File: config.mk
export PLATFORM = sky130hd
export DESIGN_NAME = nvm_selftest_seq
export DESIGN_NICKNAME = d
export VERILOG_FILES = /design/src/rtl/nvm_selftest_pkg.sv /design/src/rtl/nvm_selftest_addr.sv /design/src/rtl/nvm_selftest_pattern.sv /design/src/rtl/nvm_selftest_cmp.sv /design/src/rtl/nvm_selftest_seq.sv
export SDC_FILE = /design/constraint.sdc
export NUM_CORES = 1
export LEC_CHECK = 0
export ABC_AREA = 1
export BUFFER_PORTS_ARGS = -buffer_cell sky130_fd_sc_hd__buf_2
export CAP_MARGIN = 20
export CORE_MARGIN = 2
export CORE_UTILIZATION = 49
export DETAILED_ROUTE_END_ITERATION = 10
export PLACE_DENSITY_LB_ADDON = 0.12
export SLEW_MARGIN = 20
export SYNTH_ARGS = -nofsm -noshare
export SYNTH_HDL_FRONTEND = slang
export SYNTH_SLANG_ARGS = --single-unit
export TNS_END_PERCENT = 1
File: constraint.sdc
create_clock -name clk -period 1.7 [get_ports clk]
set_input_delay 0.34 -clock clk [delete_from_list [all_inputs] [get_ports clk]]
set_output_delay 0.34 -clock clk [all_outputs]
set_load 0.05 [all_outputs]
File: src/rtl/nvm_selftest_pkg.sv
package nvm_selftest_pkg;

    localparam int LFSR_W = 16;

    typedef enum logic [3:0] {
        PH_IDLE        = 4'd0,
        PH_TRIM        = 4'd1,
        PH_SANITIZE    = 4'd2,
        PH_HV_ON       = 4'd3,
        PH_ERASE       = 4'd4,
        PH_HV_OFF      = 4'd5,
        PH_ERASE_CHK   = 4'd6,
        PH_PATTERN     = 4'd7,
        PH_PATTERN_CHK = 4'd8,
        PH_DONE        = 4'd9
    } phase_e;

    typedef enum logic [2:0] {
        OP_NONE    = 3'd0,
        OP_TRIM    = 3'd1,
        OP_TESTREG = 3'd2,
        OP_PROG    = 3'd3,
        OP_ERASE   = 3'd4,
        OP_READ    = 3'd5
    } op_e;

    function automatic logic [LFSR_W-1:0] lfsr_step(input logic [LFSR_W-1:0] s);
        return {s[LFSR_W-2:0], s[15] ^ s[13] ^ s[12] ^ s[10]};
    endfunction

    function automatic logic [LFSR_W-1:0] seed_fix(input logic [LFSR_W-1:0] s);
        return (s == '0) ? LFSR_W'(1) : s;
    endfunction

endpackage

File: src/rtl/nvm_selftest_addr.sv
module nvm_selftest_addr #(
    parameter int ADDR_W = 9
) (
    input  logic              clk,
    input  logic              rst,
    input  logic              clear,
    input  logic              step,
    output logic [ADDR_W-1:0] addr,
    output logic              last
);
    // Wraps to zero after the top word, so each sweep starts clean.
    always_ff @(posedge clk) begin
        if (rst || clear)
            addr <= '0;
        else if (step)
            addr <= addr + ADDR_W'(1);
    end

    assign last = (addr == {ADDR_W{1'b1}});
endmodule

File: src/rtl/nvm_selftest_pattern.sv
module nvm_selftest_pattern
    import nvm_selftest_pkg::*;
(
    input  logic              clk,
    input  logic              rst,
    input  logic              load,
    input  logic [LFSR_W-1:0] seed,
    input  logic              step,
    output logic [LFSR_W-1:0] word
);
    always_ff @(posedge clk) begin
        if (rst)
            word <= LFSR_W'(1);
        else if (load)
            word <= seed_fix(seed);
        else if (step)
            word <= lfsr_step(word);
    end
endmodule

File: src/rtl/nvm_selftest_cmp.sv
module nvm_selftest_cmp #(
    parameter int ADDR_W = 9,
    parameter int DATA_W = 16
) (
    input  logic              clk,
    input  logic              rst,
    input  logic              clear,
    input  logic              check,
    input  logic [DATA_W-1:0] got,
    input  logic [DATA_W-1:0] expect_w,
    input  logic [ADDR_W-1:0] addr,
    input  logic [3:0]        phase,
    output logic              fail,
    output logic [ADDR_W-1:0] fail_addr,
    output logic [3:0]        fail_phase
);
    logic mismatch;
    assign mismatch = check && (got != expect_w);

    always_ff @(posedge clk) begin
        if (rst || clear) begin
            fail       <= 1'b0;
            fail_addr  <= '0;
            fail_phase <= '0;
        end else if (mismatch && !fail) begin
            fail       <= 1'b1;
            fail_addr  <= addr;
            fail_phase <= phase;
        end
    end
endmodule

File: src/rtl/nvm_selftest_seq.sv
module nvm_selftest_seq
    import nvm_selftest_pkg::*;
#(
    parameter int ADDR_W = 9,
    parameter int DATA_W = 16,   // must not exceed LFSR_W
    parameter int TRIM_W = 8     // must not exceed DATA_W
) (
    input  logic              clk,
    input  logic              rst,
    input  logic              start,
    input  logic [15:0]       seed,
    input  logic [TRIM_W-1:0] trim_array,
    input  logic [TRIM_W-1:0] trim_pump,
    output logic              cmd_valid,
    output logic [2:0]        cmd_op,
    output logic [ADDR_W-1:0] cmd_addr,
    output logic [DATA_W-1:0] cmd_wdata,
    input  logic              cmd_ack,
    input  logic [DATA_W-1:0] rsp_data,
    output logic              busy,
    output logic              done,
    output logic              pass,
    output logic              fail_flag,
    output logic [ADDR_W-1:0] fail_addr,
    output logic [3:0]        fail_phase
);
    phase_e              st, st_nx;
    logic                trim_sel;
    logic [LFSR_W-1:0]   seed_q;
    logic [TRIM_W-1:0]   trim_a_q, trim_p_q;
    logic [DATA_W-1:0]   trim_word;
    logic                accept, fire, last;
    logic [ADDR_W-1:0]   addr;
    logic [LFSR_W-1:0]   pat_word;
    op_e                 op;

    assign accept = (st == PH_IDLE) && start;
    assign fire   = cmd_valid && cmd_ack;

    // ---------------- phase sequencing ----------------
    always_comb begin
        st_nx = st;
        unique case (st)
            PH_IDLE:        if (start)              st_nx = PH_TRIM;
            PH_TRIM:        if (fire && trim_sel)   st_nx = PH_SANITIZE;
            PH_SANITIZE:    if (fire && last)       st_nx = PH_HV_ON;
            PH_HV_ON:       if (fire)               st_nx = PH_ERASE;
            PH_ERASE:       if (fire)               st_nx = PH_HV_OFF;
            PH_HV_OFF:      if (fire)               st_nx = PH_ERASE_CHK;
            PH_ERASE_CHK:   if (fire && last)       st_nx = PH_PATTERN;
            PH_PATTERN:     if (fire && last)       st_nx = PH_PATTERN_CHK;
            PH_PATTERN_CHK: if (fire && last)       st_nx = PH_DONE;
            PH_DONE:                                st_nx = PH_IDLE;
            default:                                st_nx = PH_IDLE;
        endcase
    end

    always_ff @(posedge clk) begin
        if (rst) begin
            st       <= PH_IDLE;
            trim_sel <= 1'b0;
            seed_q   <= '0;
            trim_a_q <= '0;
            trim_p_q <= '0;
        end else begin
            st <= st_nx;
            if (accept) begin
                trim_sel <= 1'b0;
                seed_q   <= seed;
                trim_a_q <= trim_array;
                trim_p_q <= trim_pump;
            end else if (fire && st == PH_TRIM) begin
                trim_sel <= 1'b1;
            end
        end
    end

    // ---------------- shared address sweep ----------------
    logic sweep_step;
    assign sweep_step = fire && (st == PH_SANITIZE || st == PH_ERASE_CHK ||
                                 st == PH_PATTERN  || st == PH_PATTERN_CHK);

    nvm_selftest_addr #(.ADDR_W(ADDR_W)) u_addr (
        .clk  (clk),
        .rst  (rst),
        .clear(accept),
        .step (sweep_step),
        .addr (addr),
        .last (last)
    );

    // ---------------- pattern generator (replayed for check) ----------------
    logic pat_load, pat_step;
    assign pat_load = fire && last && (st == PH_ERASE_CHK || st == PH_PATTERN);
    assign pat_step = fire && (st == PH_PATTERN || st == PH_PATTERN_CHK);

    nvm_selftest_pattern u_pat (
        .clk (clk),
        .rst (rst),
        .load(pat_load),
        .seed(seed_q),
        .step(pat_step),
        .word(pat_word)
    );

    // ---------------- trim word formatting ----------------
    generate
        if (TRIM_W < DATA_W) begin : g_trim_pad
            assign trim_word = {{(DATA_W-TRIM_W){1'b0}}, (trim_sel ? trim_p_q : trim_a_q)};
        end else begin : g_trim_full
            assign trim_word = trim_sel ? trim_p_q : trim_a_q;
        end
    endgenerate

    // ---------------- command formation ----------------
    always_comb begin
        op        = OP_NONE;
        cmd_addr  = '0;
        cmd_wdata = '0;
        unique case (st)
            PH_TRIM: begin
                op        = OP_TRIM;
                cmd_addr  = ADDR_W'(trim_sel);
                cmd_wdata = trim_word;
            end
            PH_SANITIZE: begin
                op       = OP_PROG;
                cmd_addr = addr;
            end
            PH_HV_ON: begin
                op        = OP_TESTREG;
                cmd_wdata = DATA_W'(1);
            end
            PH_ERASE:     op = OP_ERASE;
            PH_HV_OFF:    op = OP_TESTREG;
            PH_ERASE_CHK, PH_PATTERN_CHK: begin
                op       = OP_READ;
                cmd_addr = addr;
            end
            PH_PATTERN: begin
                op        = OP_PROG;
                cmd_addr  = addr;
                cmd_wdata = pat_word[DATA_W-1:0];
            end
            default: ;
        endcase
    end

    assign cmd_op    = op;
    assign cmd_valid = (op != OP_NONE);

    // ---------------- read-back judgement ----------------
    logic              chk_en;
    logic [DATA_W-1:0] chk_exp;
    assign chk_en  = fire && (st == PH_ERASE_CHK || st == PH_PATTERN_CHK);
    assign chk_exp = (st == PH_ERASE_CHK) ? {DATA_W{1'b1}} : pat_word[DATA_W-1:0];

    nvm_selftest_cmp #(.ADDR_W(ADDR_W), .DATA_W(DATA_W)) u_cmp (
        .clk       (clk),
        .rst       (rst),
        .clear     (accept),
        .check     (chk_en),
        .got       (rsp_data),
        .expect_w  (chk_exp),
        .addr      (addr),
        .phase     (st),
        .fail      (fail_flag),
        .fail_addr (fail_addr),
        .fail_phase(fail_phase)
    );

    assign busy = (st != PH_IDLE);
    assign done = (st == PH_DONE);
    assign pass = done && !fail_flag;
endmodule

==> flow_metrics.env <==
export IMPL_track_usage=0.2633
export IMPL_final_antenna_net_count=0
export IMPL_hpwl_um=8209
export IMPL_yosys_warnings=0
export IMPL_diodes=0
export IMPL_max_freq_mhz=479.8
export IMPL_drc=0
export IMPL_worstReg2RegEnd="u_cmp.fail_addr[8]"
export IMPL_min_from="rst"
export IMPL_cp_end_kind="output port"
export IMPL_finalHoldViolCount=0
export IMPL_post_place_ws_ns=-0.1656
export IMPL_relSlewSlack=0.7691
export IMPL_cts_reportedPaths_clkPinSlew_ns=0.08
export IMPL_setup_violations_final=66
export IMPL_holdPathEnd="u_pat.word[9]"
export IMPL_port_buffers=97
export IMPL_grt_antenna_before_repair=0
export IMPL_yosys_top_cells_area="dfxtp_1 38%, nand2_1 11%, a21oi_1 9.4%, inv_1 9.0%, o21ai_0 8.1%"
export IMPL_vdd_drop_max_v=0.0006215
export IMPL_grt_pass1_wl_um=18550
export IMPL_powerDensity_mw_per_mm2=1264
export IMPL_dieHeight_um=94.71
export IMPL_maxCapViolations=0
export IMPL_grt_max_degree=53
export IMPL_die_area_mm2=0.008969
export IMPL_critPathRequiredTime_ns=1.36
export IMPL_rows=33
export IMPL_worstPathArrival_ns=1.74
export IMPL_ys_flop_type="dfxtp_1"
export IMPL_ys_async_sr_fraction=0
export IMPL_routed_via_density=5.009
export IMPL_p_leak_nw=2.769
export IMPL_drtPass1Iterations=4
export IMPL_synth_top_area_share=0.3774
export IMPL_final_common_cell="nand2_1"
export IMPL_nFillCells=662
export IMPL_mostFrequentLayoutCells="109 x nand2_1, 90 x inv_1, 75 x a21oi_1"
export IMPL_critPathLaunchType="flip-flop"
export IMPL_cts_buffer_depth=2
export IMPL_cts_sinks=76
export IMPL_timing_rr_start="st[3]"
export IMPL_grt_overflow=0
export IMPL_yosysUniqueCellTypes=33
export IMPL_grt_setup_unrepaired="true"
export IMPL_syn_num_nets=650
export IMPL_die_w_um=94.71
export IMPL_gp_congestion=0.8481
export IMPL_clk_latency_ns=0.35
export IMPL_grt_pass1_vias=4151
export IMPL_vias=4313
export IMPL_cts_buffers_inserted=9
export IMPL_wl_per_cell_um=13.08
export IMPL_synthesis_area_mm2=0.004031
export IMPL_critPathKind="reg -> out"
export IMPL_finalCriticalPeriod_ns=2.084
export IMPL_skew_ns=0.01234
export IMPL_synthCells=596
export IMPL_ff2ff_setup_slack_ns=-0.30
export IMPL_hold_depth=2
export IMPL_critPathMaxFanout=5
export IMPL_tightest_slew_ns=0.3449
export IMPL_initial_core_util=0.4981
export IMPL_drive_above_1_share=0.3466
export IMPL_hold_slack_ns=0.1698
export IMPL_synthToLayoutAreaGrowth_pct=45.44
export IMPL_status="finished with violations"
export IMPL_layout_nets=805
export IMPL_io_pins=98
export IMPL_wirelength_um=11260
export IMPL_first_iter_violations=193
export IMPL_root_buffer="clkbuf_8"
export IMPL_synth_edf_count=0
export IMPL_rr_worst_depth=16
export IMPL_violations="negative setup slack"
export IMPL_ys_seq_elements=76
export IMPL_design_core_area_mm2=0.008093
export IMPL_ctsHtreeMaxLevel=3
export IMPL_hp_class="in -> reg"
export IMPL_fin_crit_sh=1.226
export IMPL_drv_slew=0
export IMPL_avgSynthCellArea_um2=6.764
export IMPL_yosys_area_top_type="dfxtp_1"
export IMPL_fin_ws_ns=-0.3844
export IMPL_cts_tree="done"
export IMPL_synth_seq_area_share=0.3774
[sequential cells by signal, summed over array words and instances, names as in the netlist]
| register | cells |
|---|---|
| trim_sel | 1 |
| trim_p_q | 8 |
| st | 4 |
| u_pat.word | 16 |
| u_cmp.fail_addr | 9 |
| trim_a_q | 8 |
| seed_q | 16 |
| u_addr.addr | 9 |
| u_cmp.fail_phase | 4 |
| u_cmp.fail | 1 |
[cell usage after synthesis, types with 3 or more instances]
library cell and count:
inv_1 97, nand2_4 4, nand2_1 116, nor2_2 8
o21ai_1 9, inv_2 10, nor2_1 35, clkbuf_1 13
dfxtp_1 76, nand3_2 9, nand3_1 22, nand2_2 4
nor3_1 9, buf_2 4, buf_6 7, o221ai_1 8
o21ai_0 65, a21oi_1 76, nand4_1 3
[critical path: stages (launching register included)]
cell and delay, ns:
dfxtp_4 0.36, buf_6 0.12, buf_6 0.11, o31ai_4 0.28
buf_6 0.16, buf_16 0.11, nand2_1 0.06, inv_2 0.05
buf_6 0.14
[worst max path at each step]
stage | start | endpoint | slack (ns) | depth (start not counted)
3_5_place_dp | u_addr.addr[1] | u_pat.word[13] | -0.17 | 11
6_report | st[3] | cmd_addr[5] | -0.38 | 8
2_1_floorplan | st[3] | cmd_wdata[0] | -0.31 | 6
3_3_place_gp | u_addr.addr[0] | u_pat.word[2] | -0.18 | 11
4_1_cts | st[3] | cmd_addr[0] | -0.37 | 7
5_1_grt | st[3] | cmd_wdata[8] | -0.46 | 8
[power by group]
| part | switching (W) | internal, W | total [W] |
|---|---|---|---|
| Combinational | 0.00221 | 0.00148 | 0.00369 |
| Clock | 0.000699 | 0.000679 | 0.00138 |
| Sequential | 0.000215 | 0.00213 | 0.00234 |
| Total | 0.00312 | 0.00429 | 0.00741 |
[stage by stage]
step           instance area [µm²]  instances  total power, W    util  TNS (ns)
6_report                      5863        861        0.007411  0.7245    -15.05
4_1_cts                       5792        861        0.007312  0.7157    -14.42
5_1_grt                       5863        861        0.007874  0.7245    -22.38
2_1_floorplan                 4185        596        0.004378       -    -10.32
3_3_place_gp                  5240        838        0.005452  0.6475    -5.702
3_5_place_dp                  5240        838        0.005521  0.6475    -6.865
[logic make-up (layout without fill, tap and decap cells)]
logic type               after synthesis  count (layout)  share of synthesized area
XOR/XNOR                               3               3                   0.006519
AND/OR/NAND/NOR                      217             217                     0.2502
flip-flops                            76              76                     0.3774
AO/OA/AOI/OAI                        166             166                     0.2216
adder cells (fa/ha/maj)                2               2                   0.006206
buffers and inverters                132             292                     0.1381
[cell type report]
class | instances | area [µm²] | share of cell area
timing repair buffer | 169 | 1358 | 0.2315
clock inverter | 6 | 63.81 | 0.01088
clock buffer | 10 | 127.6 | 0.02177
multi-input combinational | 388 | 2240 | 0.3820
sequential | 76 | 1531 | 0.2612
tap | 105 | 131.4 | 0.02241
inverter | 107 | 411.6 | 0.07021
[per-layer routing]
layer  vias up  global-route usage  routed length [µm]
met4         0              0.1051                 157
met1      1978              0.3160                4955
met3        15             0.03990                 395
met2        91              0.4693                5750
li1       2229                   -                   -
met5         -                   0                   0
[repair_timing]
item	CTS	global route
setup endpoints to repair	70	75
pin swaps	7	3
cloned	1	0
hold buffers	0	0
buffers inserted	6	0
gates resized for setup	91	25
Power figures use the tool's default switching activity.
